[src/rtl/flm_pkg.sv]
package flm_pkg;

    typedef enum logic [1:0] {
        LNK_FAIL  = 2'd0,
        LNK_QUAL  = 2'd1,
        LNK_QUIET = 2'd2,
        LNK_PASS  = 2'd3
    } link_st_t;

    typedef struct packed {
        logic led_n;
        logic tx_en;
        logic rx_en;
        logic lb_en;
    } link_out_t;

    function automatic link_out_t decode_out(link_st_t s);
        link_out_t o;
        o.led_n = (s != LNK_PASS);
        o.tx_en = (s == LNK_PASS);
        o.rx_en = (s == LNK_PASS);
        o.lb_en = (s == LNK_PASS);
        return o;
    endfunction

endpackage

[src/rtl/flm_level_filter.sv]
module flm_level_filter #(
    parameter int ON_CYC = 150
) (
    input  logic clk,
    input  logic rst,
    input  logic lvl_in,
    output logic lvl_q
);
    localparam int OFF_CYC = 2 * ON_CYC;
    localparam int W       = $clog2(OFF_CYC + 1);

    logic [W-1:0] cnt;
    logic         at_lim;

    always_comb begin
        if (lvl_q) at_lim = (cnt == W'(OFF_CYC - 1));
        else       at_lim = (cnt == W'(ON_CYC - 1));
    end

    always_ff @(posedge clk) begin
        if (rst) begin
            lvl_q <= 1'b0;
            cnt   <= '0;
        end else if (lvl_in == lvl_q) begin
            cnt <= '0;
        end else if (at_lim) begin
            lvl_q <= lvl_in;
            cnt   <= '0;
        end else begin
            cnt <= cnt + 1'b1;
        end
    end
endmodule

[src/rtl/flm_activity.sv]
module flm_activity #(
    parameter int WIN = 300
) (
    input  logic clk,
    input  logic rst,
    input  logic edge_in,
    output logic active
);
    localparam int W = $clog2(WIN + 1);

    logic [W-1:0] gap;

    always_ff @(posedge clk) begin
        if (rst) begin
            gap    <= W'(WIN - 1);
            active <= 1'b0;
        end else if (edge_in) begin
            gap    <= '0;
            active <= 1'b1;
        end else if (gap == W'(WIN - 1)) begin
            active <= 1'b0;
        end else begin
            gap <= gap + 1'b1;
        end
    end
endmodule

[src/rtl/flm_tick.sv]
module flm_tick #(
    parameter int DIV = 100
) (
    input  logic clk,
    input  logic rst,
    output logic tick
);
    localparam int W = $clog2(DIV + 1);

    logic [W-1:0] cnt;

    assign tick = (cnt == W'(DIV - 1));

    always_ff @(posedge clk) begin
        if (rst)       cnt <= '0;
        else if (tick) cnt <= '0;
        else           cnt <= cnt + 1'b1;
    end
endmodule

[src/rtl/fiber_link_mon.sv]
module fiber_link_mon #(
    parameter int TICK_DIV   = 100,
    parameter int ACT_WIN    = 300,
    parameter int LVL_ON     = 150,
    parameter int QUAL_TICKS = 500000
) (
    input  logic clk,
    input  logic rst,
    input  logic lvl_ok,
    input  logic rx_edge,
    input  logic tx_busy,
    input  logic rx_busy,
    output logic link_led_n,
    output logic tx_data_en,
    output logic rx_en,
    output logic lpbk_en
);
    import flm_pkg::*;

    localparam int QW = $clog2(QUAL_TICKS + 1);

    logic          lvl_q;
    logic          active;
    logic          tick;
    logic          good;
    logic [QW-1:0] qcnt;
    link_st_t      st;
    link_out_t     outs;

    flm_level_filter #(.ON_CYC(LVL_ON)) u_lvl (
        .clk(clk), .rst(rst), .lvl_in(lvl_ok), .lvl_q(lvl_q)
    );

    flm_activity #(.WIN(ACT_WIN)) u_act (
        .clk(clk), .rst(rst), .edge_in(rx_edge), .active(active)
    );

    flm_tick #(.DIV(TICK_DIV)) u_tick (
        .clk(clk), .rst(rst), .tick(tick)
    );

    assign good = lvl_q & active;

    always_ff @(posedge clk) begin
        if (rst) begin
            st   <= LNK_FAIL;
            qcnt <= '0;
        end else begin
            case (st)
                LNK_FAIL: begin
                    qcnt <= '0;
                    if (good) st <= LNK_QUAL;
                end
                LNK_QUAL: begin
                    if (!good) begin
                        st   <= LNK_FAIL;
                        qcnt <= '0;
                    end else if (tick) begin
                        if (qcnt == QW'(QUAL_TICKS - 1)) begin
                            st   <= LNK_QUIET;
                            qcnt <= '0;
                        end else begin
                            qcnt <= qcnt + 1'b1;
                        end
                    end
                end
                LNK_QUIET: begin
                    if (!good)                     st <= LNK_FAIL;
                    else if (!tx_busy && !rx_busy) st <= LNK_PASS;
                end
                default: begin
                    if (!good) st <= LNK_FAIL;
                end
            endcase
        end
    end

    assign outs       = decode_out(st);
    assign link_led_n = outs.led_n;
    assign tx_data_en = outs.tx_en;
    assign rx_en      = outs.rx_en;
    assign lpbk_en    = outs.lb_en;
endmodule

[config.mk]
export PLATFORM = sky130hd
export DESIGN_NAME = fiber_link_mon
export DESIGN_NICKNAME = d
export VERILOG_FILES = /design/src/rtl/flm_pkg.sv /design/src/rtl/flm_level_filter.sv /design/src/rtl/flm_activity.sv /design/src/rtl/flm_tick.sv /design/src/rtl/fiber_link_mon.sv
export SDC_FILE = /design/constraint.sdc
export NUM_CORES = 1
export LEC_CHECK = 0
export ABC_AREA = 1
export BUFFER_PORTS_ARGS = -buffer_cell sky130_fd_sc_hd__buf_4
export CAP_MARGIN = 10
export CORE_MARGIN = 4
export CORE_UTILIZATION = 45
export DETAILED_ROUTE_END_ITERATION = 12
export GPL_TIMING_DRIVEN = 1
export MAX_ROUTING_LAYER = met4
export PLACE_DENSITY_LB_ADDON = 0.08
export REMOVE_ABC_BUFFERS = 1
export SYNTH_ARGS = -nofsm -noshare
export SYNTH_HDL_FRONTEND = slang
export SYNTH_HIERARCHICAL = 1
export SYNTH_SLANG_ARGS = --single-unit
export TNS_END_PERCENT = 100
[constraint.sdc]
create_clock -name clk -period 2.73 [get_ports clk]
set_input_delay 0.4095 -clock clk [delete_from_list [all_inputs] [get_ports clk]]
set_output_delay 0.4095 -clock clk [all_outputs]
set_load 0.05 [all_outputs]
==> flow_results.xml, run 1 <==
<?xml version="1.0" encoding="UTF-8"?>
<metrics>
  <group name="hold_path">
    <metric name="hold_class" unit="">input pin to register</metric>
    <metric name="timing.hold.worst_path_depth" unit="">2</metric>
  </group>
  <group name="global_routing">
    <metric name="global_route.overflow_total" unit="">0</metric>
    <metric name="grt_max_degree" unit="">17</metric>
    <metric name="grt_pass1_vias" unit="">2097</metric>
    <metric name="grt_use_total" unit="">0.149</metric>
    <metric name="grt_pass1_wl" unit="mm">8.58</metric>
    <metric name="antenna_found_initial" unit="">0</metric>
  </group>
  <group name="clocking">
    <metric name="cts-htree-levels" unit="">2</metric>
    <metric name="cts_setup_buffers" unit="">0</metric>
    <metric name="clock_sink_count" unit="">48</metric>
    <metric name="path_clk_slew" unit="ps">80</metric>
    <metric name="cts_resized" unit="">0</metric>
    <metric name="ctsLongestPathBuffers" unit="">2</metric>
    <metric name="cts_made_buffers" unit="">5</metric>
    <metric name="later_pin_clock_latency_in_the_skew_report" unit="ps">300</metric>
    <metric name="hold_fix_buffer_count_after_cts" unit="">0</metric>
    <metric name="clock_tree.root_cell" unit="">sky130_fd_sc_hd__clkbuf_8</metric>
    <metric name="tritoncts" unit="">built</metric>
  </group>
  <group name="worst_setup_path">
    <metric name="critPathLaunchType" unit="">register</metric>
    <metric name="timing.critical_path.cells" unit="">ha_1 &gt; inv_1 &gt; nor2_1 &gt; nand3_2 &gt; inv_1 &gt; inv_1 &gt; nand3_1 &gt; nand2_1 &gt; nand2_2 &gt; nand2_1 &gt; nand2_2 &gt; nor2_1</metric>
    <metric name="cp.required" unit="ps">2910</metric>
    <metric name="timing.critical_path.arrival" unit="ps">2160</metric>
    <metric name="critical-path-top-delay-family" unit="">simple AND/OR/NAND/NOR gates</metric>
    <metric name="crit_path_frequent_cell" unit="">sky130_fd_sc_hd__inv_1</metric>
    <metric name="path_depth" unit="">12</metric>
    <metric name="crit_slowest_cell" unit="">sky130_fd_sc_hd__dfxtp_1</metric>
    <metric name="worstPathMaxFanout" unit="">16</metric>
    <metric name="reg2regPathDepth" unit="">12</metric>
    <metric name="slowest_stage_delay_on_critical_path" unit="ps">390</metric>
    <metric name="path_class" unit="">register to register</metric>
    <metric name="timing.critical_path.buf_inv" unit="">3</metric>
    <metric name="worst_setup_path_end_kind" unit="">register</metric>
  </group>
  <group name="cells_and_area">
    <metric name="num-fill-cells" unit="">576</metric>
    <metric name="layout-drive-gt1-share" unit="">0.119</metric>
    <metric name="diodes" unit="">0</metric>
    <metric name="post-route-util" unit="">0.512</metric>
    <metric name="design.final.nets" unit="">412</metric>
    <metric name="final_common_cell" unit="">sky130_fd_sc_hd__nand2_1</metric>
    <metric name="layout.cells.most_common_list" unit="">sky130_fd_sc_hd__nand2_1 (90), sky130_fd_sc_hd__nor2_1 (68), sky130_fd_sc_hd__inv_1 (60)</metric>
    <metric name="syn_to_final_growth" unit="%">9.44</metric>
  </group>
  <group name="timing">
    <metric name="finalCriticalPeriod" unit="ps">1980</metric>
    <metric name="achievable_clock_frequency" unit="GHz">0.504</metric>
    <metric name="worst_clock_skew" unit="ps">9.53</metric>
    <metric name="layout_setup_ws" unit="ps">747</metric>
    <metric name="timing.max_slew.rel_slack" unit="">0.787</metric>
    <metric name="worst_pin_slew" unit="ps">318</metric>
    <metric name="timing.final.hold_violations" unit="">0</metric>
    <metric name="fin_tns_setup" unit="ps">0</metric>
    <metric name="rsz0062_at_grt" unit="">false</metric>
    <metric name="final.period_utilization" unit="">0.727</metric>
    <metric name="slew_viols_final" unit="">0</metric>
    <metric name="setup_viol" unit="">0</metric>
  </group>
  <group name="drt">
    <metric name="via_count" unit="">2279</metric>
    <metric name="routed_wirelength" unit="mm">4.80</metric>
    <metric name="drt_pre_antenna_iters" unit="">4</metric>
    <metric name="ant_nets" unit="">0</metric>
    <metric name="detail_route.vias_per_cell" unit="">4.81</metric>
    <metric name="wire_per_inst" unit="um">10.1</metric>
    <metric name="initialDrtViolationCount" unit="">74</metric>
    <metric name="drc_violation_count_after_routing" unit="">0</metric>
  </group>
  <group name="synth">
    <metric name="synth_seq_cells" unit="">48</metric>
    <metric name="synth.yosys.seq_area_share" unit="">0.368</metric>
    <metric name="number_of_standard_cells_after_synthesis" unit="">389</metric>
    <metric name="synth.avg_cell_area" unit="um^2">6.71</metric>
    <metric name="yosysUniqueCellTypes" unit="">27</metric>
    <metric name="ys.warnings.count" unit="">6</metric>
    <metric name="cell_area_synth" unit="um^2">2610</metric>
  </group>
  <group name="pwr">
    <metric name="switching_share" unit="">0.305</metric>
    <metric name="power.combinational.fraction" unit="">0.207</metric>
    <metric name="leakagePower" unit="uW">0.00120</metric>
    <metric name="cellInternalPower" unit="uW">1160</metric>
    <metric name="largest_vdd_supply_drop" unit="V">0.000247</metric>
    <metric name="netSwitchingPower" unit="uW">507</metric>
    <metric name="seq_power_share" unit="">0.460</metric>
    <metric name="power.density" unit="nW/um^2">583</metric>
    <metric name="p_clk_frac" unit="">0.333</metric>
  </group>
  <group name="outcome">
    <metric name="outcome" unit="">completed</metric>
  </group>
  <group name="placed_design">
    <metric name="post-dp-hpwl" unit="mm">3.71</metric>
    <metric name="placer_congestion_estimate" unit="">0.792</metric>
    <metric name="place_worst_setup_slack" unit="ps">728</metric>
    <metric name="io_buffer_count" unit="">9</metric>
  </group>
  <group name="floorplanning">
    <metric name="die-area" unit="um^2">7080</metric>
    <metric name="std_cell_rows" unit="">27</metric>
    <metric name="die_x" unit="um">84.2</metric>
    <metric name="initial_utilization" unit="">0.468</metric>
    <metric name="standard_cell_core_area" unit="um^2">5570</metric>
    <metric name="pin_count" unit="">10</metric>
    <metric name="die_h" unit="um">84.2</metric>
  </group>
  <group name="flow_run">
    <metric name="cap_violations" unit="">0</metric>
  </group>
</metrics>
## layer usage
layer  up-vias  share of wire  track usage
met2        18           0.51        0.268
met3         2          0.023       0.0343
met1      1030           0.46        0.163
met4         0         0.0056       0.0409
li1       1229              -            -
met5         -              0            -
## sequential cells by signal, summed over array words and instances, names as in the netlist
signal	cells
u_lvl/lvl_q	1
u_act/gap	9
u_lvl/cnt	9
u_act/active	1
st	2
qcnt	19
u_tick/cnt	7
## kinds of logic after synthesis
logic type | count (synthesis) | synth area share
compound gates | 29 | 0.0599
xor+xnor | 12 | 0.0403
fa+ha+maj | 5 | 0.0240
buf+inv | 67 | 0.105
flops | 48 | 0.368
mux | 1 | 0.00384
simple gates | 227 | 0.398
## worst reg2reg max path, delay by kind of cell (launching register included)
kind | cells | cell delay [ps]
flops | 1 | 390
simple gates | 8 | 1140
fa+ha+maj | 1 | 180
buf+inv | 3 | 160
## cells in the mapped netlist, drive strengths merged
cell / instances / area [um^2]
nand3: 31 / 175
nand4: 12 / 75.1
mux2i: 1 / 10.0
nand3b: 1 / 7.51
nor3: 2 / 10.0
ha: 5 / 62.6
dfxtp: 48 / 961
nand2: 100 / 410
clkinv: 1 / 5.00
o21bai: 2 / 15.0
a21o: 1 / 7.51
buf: 4 / 37.5
nor2: 81 / 362
xnor2: 2 / 17.5
xor2: 10 / 87.6
o21ai: 10 / 50.1
a21oi: 16 / 83.8
inv: 62 / 233
## area by class of cell
cell class | instances | area, um^2 | share of cell area
clock buffers | 7 | 96.3 | 0.0337
well taps | 72 | 90.1 | 0.0315
inverters | 63 | 238 | 0.0832
clock inverters | 1 | 30.0 | 0.0105
repair buffers | 9 | 67.6 | 0.0237
flip-flops and latches | 48 | 961 | 0.336
multi-input cells | 274 | 1370 | 0.481
## per-stage QoR
stage / area (um^2) / std cells / power, uW / hold WS (ps)
detailed placement: 2730 / 466 / 1130 / 450
global route: 2860 / 474 / 1770 / 314
finish: 2860 / 474 / 1670 / 312
global placement: 2730 / 466 / 1130 / 442
CTS: 2860 / 474 / 1700 / 302
floorplan: 2570 / 385 / 1050 / 425
## path summary, 6_finish.rpt
| path | from | endpoint | slack, ps |
|---|---|---|---|
| worst max-delay path | u_tick/cnt[0] | qcnt[13] | 750 |
| worst min-delay path | rst | u_act/active | 310 |
| worst max register to register | u_tick/cnt[0] | qcnt[13] | 750 |
| worst min register to register | qcnt[4] | qcnt[4] | 470 |
## power by group through the flow
stage / sequential, uW / combinational (uW) / clock (uW)
after global routing: 772 / 393 / 607
after detailed placement: 783 / 350 / 0
after CTS: 767 / 350 / 579
after global placement: 782 / 346 / 0
after floorplan: 775 / 272 / 0
final: 767 / 344 / 554
No activity file was read; power rests on OpenSTA's default activity.
==> run 2, diff against run 1 <==
Clock period 2.73 ns to 1.9 ns, I/O delays scaled along.
==> run 2 against run 1 <==
Cell count grew 1.9%. Sequential share of layout area decreased by 1.2 points. Clock power increased by 44%. Largest cell class unchanged. Setup slack worse by 570 ps. Fmax rose by 15%. Total power rose by 55%. Register-to-register slack worse by 570 ps.
==> flow_results.xml, run 2 (synthesis results as in run 1) <==
<?xml version="1.0" encoding="UTF-8"?>
<metrics>
  <group name="outcome">
    <metric name="outcome" unit="">completed</metric>
  </group>
  <group name="cells_and_area">
    <metric name="layout-drive-gt1-share" unit="">0.158</metric>
    <metric name="final_common_cell" unit="">sky130_fd_sc_hd__nand2_1</metric>
    <metric name="largest_register_ff_count" unit="">19</metric>
    <metric name="num-fill-cells" unit="">578</metric>
    <metric name="reg.largest.list" unit="">qcnt x19, u_act/gap x9, u_lvl/cnt x9</metric>
    <metric name="syn_to_final_growth" unit="%">13.7</metric>
    <metric name="largest-register" unit="">qcnt</metric>
    <metric name="layout.cells.most_common_list" unit="">sky130_fd_sc_hd__nand2_1 (89), sky130_fd_sc_hd__nor2_1 (66), sky130_fd_sc_hd__inv_1 (59)</metric>
    <metric name="diodes" unit="">0</metric>
    <metric name="design.final.nets" unit="">421</metric>
  </group>
  <group name="timing">
    <metric name="final.period_utilization" unit="">0.908</metric>
    <metric name="setup_viol" unit="">0</metric>
    <metric name="finalCriticalPeriod" unit="ps">1730</metric>
    <metric name="fin_tns_setup" unit="ps">0</metric>
    <metric name="timing.max_slew.rel_slack" unit="">0.777</metric>
    <metric name="worst_clock_skew" unit="ps">8.45</metric>
    <metric name="timing.final.hold_violations" unit="">0</metric>
    <metric name="slew_viols_final" unit="">0</metric>
    <metric name="worst_pin_slew" unit="ps">334</metric>
    <metric name="achievable_clock_frequency" unit="GHz">0.580</metric>
  </group>
  <group name="hold_path">
    <metric name="hold_class" unit="">input pin to register</metric>
    <metric name="holdCritStartpoint" unit="">rst</metric>
    <metric name="timing.hold.worst_path_depth" unit="">2</metric>
  </group>
  <group name="pwr">
    <metric name="p_clk_frac" unit="">0.308</metric>
    <metric name="power.combinational.fraction" unit="">0.267</metric>
    <metric name="netSwitchingPower" unit="uW">794</metric>
    <metric name="leakagePower" unit="uW">0.00124</metric>
    <metric name="seq_power_share" unit="">0.426</metric>
    <metric name="cellInternalPower" unit="uW">1790</metric>
    <metric name="largest_vdd_supply_drop" unit="V">0.000322</metric>
    <metric name="power.density" unit="nW/um^2">872</metric>
    <metric name="total_power" unit="uW">2590</metric>
    <metric name="switching_share" unit="">0.307</metric>
  </group>
  <group name="floorplanning">
    <metric name="pin_count" unit="">10</metric>
    <metric name="die_x" unit="um">84.2</metric>
    <metric name="std_cell_rows" unit="">27</metric>
    <metric name="initial_utilization" unit="">0.468</metric>
    <metric name="standard_cell_core_area" unit="um^2">5570</metric>
    <metric name="die_h" unit="um">84.2</metric>
    <metric name="die-area" unit="um^2">7080</metric>
  </group>
  <group name="placed_design">
    <metric name="placer_congestion_estimate" unit="">0.809</metric>
    <metric name="io_buffer_count" unit="">9</metric>
    <metric name="post-dp-hpwl" unit="mm">3.67</metric>
  </group>
  <group name="clocking">
    <metric name="cts-htree-levels" unit="">2</metric>
    <metric name="ctsLongestPathBuffers" unit="">2</metric>
    <metric name="tritoncts" unit="">built</metric>
    <metric name="clock_tree.root_cell" unit="">sky130_fd_sc_hd__clkbuf_8</metric>
    <metric name="cts_made_buffers" unit="">5</metric>
    <metric name="path_clk_slew" unit="ps">90</metric>
    <metric name="hold_fix_buffer_count_after_cts" unit="">0</metric>
    <metric name="later_pin_clock_latency_in_the_skew_report" unit="ps">300</metric>
    <metric name="clock_sink_count" unit="">48</metric>
  </group>
  <group name="drt">
    <metric name="wire_per_inst" unit="um">10.3</metric>
    <metric name="routed_wirelength" unit="mm">4.98</metric>
    <metric name="initialDrtViolationCount" unit="">55</metric>
    <metric name="ant_nets" unit="">0</metric>
    <metric name="via_count" unit="">2314</metric>
    <metric name="drt_pre_antenna_iters" unit="">4</metric>
    <metric name="drc_violation_count_after_routing" unit="">0</metric>
    <metric name="detail_route.vias_per_cell" unit="">4.79</metric>
  </group>
  <group name="global_routing">
    <metric name="grt_pass1_wl" unit="mm">8.97</metric>
    <metric name="antenna_found_initial" unit="">0</metric>
    <metric name="grt_use_total" unit="">0.154</metric>
    <metric name="global_route.overflow_total" unit="">0</metric>
    <metric name="grt_pass1_vias" unit="">2181</metric>
    <metric name="grt_max_degree" unit="">17</metric>
  </group>
  <group name="worst_setup_path">
    <metric name="reg2regPathDepth" unit="">14</metric>
    <metric name="timing.critical_path.arrival" unit="ps">1900</metric>
    <metric name="critPathLaunchType" unit="">register</metric>
    <metric name="critical_path.startpoint" unit="">u_tick/cnt[1]</metric>
    <metric name="reg2reg_from" unit="">u_tick/cnt[1]</metric>
    <metric name="worst_setup_path_end_kind" unit="">register</metric>
    <metric name="worstPathMaxFanout" unit="">4</metric>
    <metric name="cp.required" unit="ps">2080</metric>
    <metric name="path_class" unit="">register to register</metric>
  </group>
  <group name="flow_run">
    <metric name="cap_violations" unit="">0</metric>
  </group>
</metrics>
-- run 2: power by group through the flow --
stage	Combinational [uW]	Clock [uW]	Sequential [uW]
2_1_floorplan	391	0	1110
3_3_place_gp	540	0	1120
3_5_place_dp	541	0	1120
4_1_cts	542	834	1100
5_1_grt	767	866	1110
6_report	690	797	1100
-- run 2: worst max-delay path, stage by stage, from the launching register on --
cell	delay [ps]
sky130_fd_sc_hd__dfxtp_2	370
sky130_fd_sc_hd__ha_4	130
sky130_fd_sc_hd__inv_1	40
sky130_fd_sc_hd__nor2_2	120
sky130_fd_sc_hd__nand3_2	100
sky130_fd_sc_hd__inv_2	50
sky130_fd_sc_hd__inv_1	50
sky130_fd_sc_hd__nand3_2	60
sky130_fd_sc_hd__nand2_2	70
sky130_fd_sc_hd__buf_4	140
sky130_fd_sc_hd__nand2_4	80
sky130_fd_sc_hd__buf_6	110
sky130_fd_sc_hd__nand3_1	80
sky130_fd_sc_hd__xor2_1	170
sky130_fd_sc_hd__nor2_1	50
-- run 2: what timing repair did --
action | 4_1_cts | 5_1_grt
gates resized for setup | 0 | 14
setup buffers | 0 | 4
endpoints found under the hold margin | 0 | 0
endpoints found under the setup margin | 0 | 18
-- run 2: final cells by class --
type	instances	area (um^2)	share of cell area
Clock buffer	7	96.3	0.0325
Timing Repair Buffer	17	135	0.0455
Multi-Input combinational cell	275	1420	0.477
Clock inverter	1	30.0	0.0101
Sequential cell	48	963	0.325
Inverter	63	238	0.0801
Tap cell	72	90.1	0.0304
-- run 2: stage by stage --
stage	cell area [um^2]	hold slack, ps	setup slack (ps)	util	instances
floorplan	2570	354	-366	-	385
global placement	2760	437	123	0.495	470
detailed placement	2760	442	75.6	0.495	470
CTS	2890	179	61.7	0.518	478
global route	2970	187	-8.55	0.532	483
finish	2970	184	174	0.532	483
-- run 2: final timing paths --
kind,endpoint,slack [ps]
setup reg to reg,qcnt[17],170
setup / recovery,qcnt[17],170
hold / removal,u_act/active,180
hold reg to reg,qcnt[4],450
-- run 2: metal layers --
layer | vias to the layer above | wire length (um) | GRT usage
met1 | 1032 | 2260 | 0.176
met4 | 0 | 62 | 0.0453
met5 | - | 0 | -
met3 | 7 | 121 | 0.0324
met2 | 28 | 2530 | 0.271
li1 | 1247 | - | -
==> run 3, diff against run 2 <==
Settings changed: CORE_UTILIZATION 45 to 30.
==> run 3 against run 2 <==
Fmax is 2.3% higher. Via count down 2.3%. Sequential power is essentially flat. Die area grew 45%. Global-route usage is 4.3 points lower. First-iteration DRC count down 5.5%. Sequential share of layout area grew 0.17 points. Cell area shrank 0.51%. Highest routed layer unchanged.
==> flow_results.xml, run 3 (synthesis results as in run 1) <==
<?xml version="1.0" encoding="UTF-8"?>
<metrics>
  <group name="outcome">
    <metric name="outcome" unit="">completed</metric>
  </group>
  <group name="drt">
    <metric name="drt_pre_antenna_iters" unit="">4</metric>
    <metric name="ant_nets" unit="">0</metric>
    <metric name="via_count" unit="">2260</metric>
    <metric name="drc_violation_count_after_routing" unit="">0</metric>
    <metric name="initialDrtViolationCount" unit="">52</metric>
    <metric name="routed_wirelength" unit="mm">5.20</metric>
    <metric name="detail_route.vias_per_cell" unit="">4.41</metric>
    <metric name="wire_per_inst" unit="um">10.1</metric>
  </group>
  <group name="global_routing">
    <metric name="grt_pass1_wl" unit="mm">9.07</metric>
    <metric name="grt_use_total" unit="">0.111</metric>
    <metric name="grt_pass1_vias" unit="">2100</metric>
    <metric name="grt_max_degree" unit="">17</metric>
    <metric name="antenna_found_initial" unit="">0</metric>
    <metric name="global_route.overflow_total" unit="">0</metric>
  </group>
  <group name="cells_and_area">
    <metric name="layout-drive-gt1-share" unit="">0.142</metric>
    <metric name="final_common_cell" unit="">sky130_fd_sc_hd__nand2_1</metric>
    <metric name="diodes" unit="">0</metric>
    <metric name="post-route-util" unit="">0.354</metric>
    <metric name="reg.largest.list" unit="">qcnt x19, u_act/gap x9, u_lvl/cnt x9</metric>
    <metric name="seq_area" unit="um^2">963</metric>
    <metric name="largest_register_ff_count" unit="">19</metric>
    <metric name="syn_to_final_growth" unit="%">13.1</metric>
    <metric name="num-fill-cells" unit="">939</metric>
    <metric name="largest-register" unit="">qcnt</metric>
    <metric name="multi_input_area" unit="um^2">1400</metric>
    <metric name="final_cells" unit="">513</metric>
    <metric name="layout.cells.most_common_list" unit="">sky130_fd_sc_hd__nand2_1 (89), sky130_fd_sc_hd__nor2_1 (66), sky130_fd_sc_hd__inv_1 (60)</metric>
    <metric name="design.final.nets" unit="">418</metric>
  </group>
  <group name="worst_setup_path">
    <metric name="worst_setup_path_end_kind" unit="">register</metric>
    <metric name="crit_path_frequent_cell" unit="">sky130_fd_sc_hd__inv_1</metric>
    <metric name="timing.critical_path.cells" unit="">ha_1 &gt; inv_1 &gt; nor2_2 &gt; nand3_2 &gt; inv_1 &gt; inv_1 &gt; nand3_1 &gt; nand2_2 &gt; nand2_4 &gt; buf_6 &gt; buf_4 &gt; mux2i_1 &gt; nor2_1</metric>
    <metric name="critical-path-top-delay-family" unit="">simple AND/OR/NAND/NOR gates</metric>
    <metric name="cp.required" unit="ps">2090</metric>
    <metric name="crit_slowest_cell" unit="">sky130_fd_sc_hd__dfxtp_2</metric>
    <metric name="path_class" unit="">register to register</metric>
    <metric name="timing.critical_path.buf_inv" unit="">5</metric>
    <metric name="timing.critical_path.arrival" unit="ps">1880</metric>
    <metric name="slowest_stage_delay_on_critical_path" unit="ps">350</metric>
    <metric name="worstPathMaxFanout" unit="">7</metric>
    <metric name="critPathLaunchType" unit="">register</metric>
  </group>
  <group name="floorplanning">
    <metric name="die-area" unit="um^2">10300</metric>
    <metric name="die_x" unit="um">101</metric>
    <metric name="pin_count" unit="">10</metric>
    <metric name="initial_utilization" unit="">0.313</metric>
    <metric name="std_cell_rows" unit="">33</metric>
    <metric name="die_h" unit="um">101</metric>
    <metric name="standard_cell_core_area" unit="um^2">8340</metric>
  </group>
  <group name="clocking">
    <metric name="clock_tree.root_cell" unit="">sky130_fd_sc_hd__clkbuf_8</metric>
    <metric name="path_clk_slew" unit="ps">90</metric>
    <metric name="cts_made_buffers" unit="">5</metric>
    <metric name="clock_sink_count" unit="">48</metric>
    <metric name="cts-htree-levels" unit="">2</metric>
    <metric name="tritoncts" unit="">built</metric>
    <metric name="ctsLongestPathBuffers" unit="">2</metric>
    <metric name="later_pin_clock_latency_in_the_skew_report" unit="ps">300</metric>
    <metric name="hold_fix_buffer_count_after_cts" unit="">0</metric>
  </group>
  <group name="timing">
    <metric name="final.period_utilization" unit="">0.888</metric>
    <metric name="setup_viol" unit="">0</metric>
    <metric name="timing.final.hold_violations" unit="">0</metric>
    <metric name="finalCriticalPeriod" unit="ps">1690</metric>
    <metric name="slew_viols_final" unit="">0</metric>
    <metric name="timing.max_slew.rel_slack" unit="">0.793</metric>
    <metric name="rsz0062_at_grt" unit="">false</metric>
    <metric name="achievable_clock_frequency" unit="GHz">0.593</metric>
    <metric name="worst_pin_slew" unit="ps">309</metric>
    <metric name="worst_clock_skew" unit="ps">11.2</metric>
  </group>
  <group name="pwr">
    <metric name="power.density" unit="nW/um^2">829</metric>
    <metric name="leakagePower" unit="uW">0.00124</metric>
    <metric name="cellInternalPower" unit="uW">1660</metric>
    <metric name="switching_share" unit="">0.321</metric>
    <metric name="p_clk_frac" unit="">0.302</metric>
    <metric name="largest_vdd_supply_drop" unit="V">0.000303</metric>
    <metric name="seq_power_share" unit="">0.449</metric>
    <metric name="power.combinational.fraction" unit="">0.250</metric>
    <metric name="netSwitchingPower" unit="uW">785</metric>
  </group>
  <group name="placed_design">
    <metric name="placer_congestion_estimate" unit="">0.739</metric>
    <metric name="io_buffer_count" unit="">9</metric>
    <metric name="dpl.cell_count" unit="">501</metric>
    <metric name="post-dp-hpwl" unit="mm">3.96</metric>
  </group>
  <group name="flow_run">
    <metric name="cap_violations" unit="">0</metric>
  </group>
  <group name="hold_path">
    <metric name="hold_class" unit="">input pin to register</metric>
  </group>
</metrics>
## run 3: through the flow
step	worst slack, ps	area [um^2]	setup TNS, ps	hold slack, ps	power [uW]
after floorplan	-366	2570	-844	354	1500
after global placement	57.4	2790	0	438	1660
after detailed placement	47.6	2790	0	441	1660
after CTS	21.7	2890	0	184	2410
after global routing	6.05	2950	0	200	2620
final	213	2950	0	187	2450
## run 3: path summary, 6_finish.rpt
kind | depth (start not counted) | from | to | slack, ps
max | 13 | u_tick/cnt[1] | qcnt[1] | 210
min | 2 | rst | u_act/active | 190
max reg2reg | 13 | u_tick/cnt[1] | qcnt[1] | 210
min reg2reg | 2 | qcnt[4] | qcnt[4] | 460
## run 3: layout make-up
type,instances,share of cell area
clock inverters,2,0.0119
flip-flops and latches,48,0.326
multi-input cells,274,0.473
clock buffers,6,0.0246
inverters,63,0.0805
well taps,105,0.0445
repair buffers,15,0.0394
## run 3: repair_timing
item	CTS	global route
setup buffers	0	4
gates resized for setup	0	9
endpoints found under the hold margin	0	0
setup endpoints to repair	0	18
## run 3: power groups by stage
stage / registers [uW] / clock network [uW] / logic [uW]
2_1_floorplan: 1110 / 0 / 391
3_3_place_gp: 1120 / 0 / 536
3_5_place_dp: 1120 / 0 / 536
4_1_cts: 1100 / 773 / 539
5_1_grt: 1110 / 811 / 704
6_report: 1100 / 739 / 612
## run 3: per-layer routing
metal | GRT usage | vias up | share of wire
met5 | - | - | 0
met4 | 0.0399 | 0 | 0.011
met3 | 0.0227 | 5 | 0.021
met2 | 0.186 | 15 | 0.50
met1 | 0.132 | 1005 | 0.47
li1 | - | 1235 | -
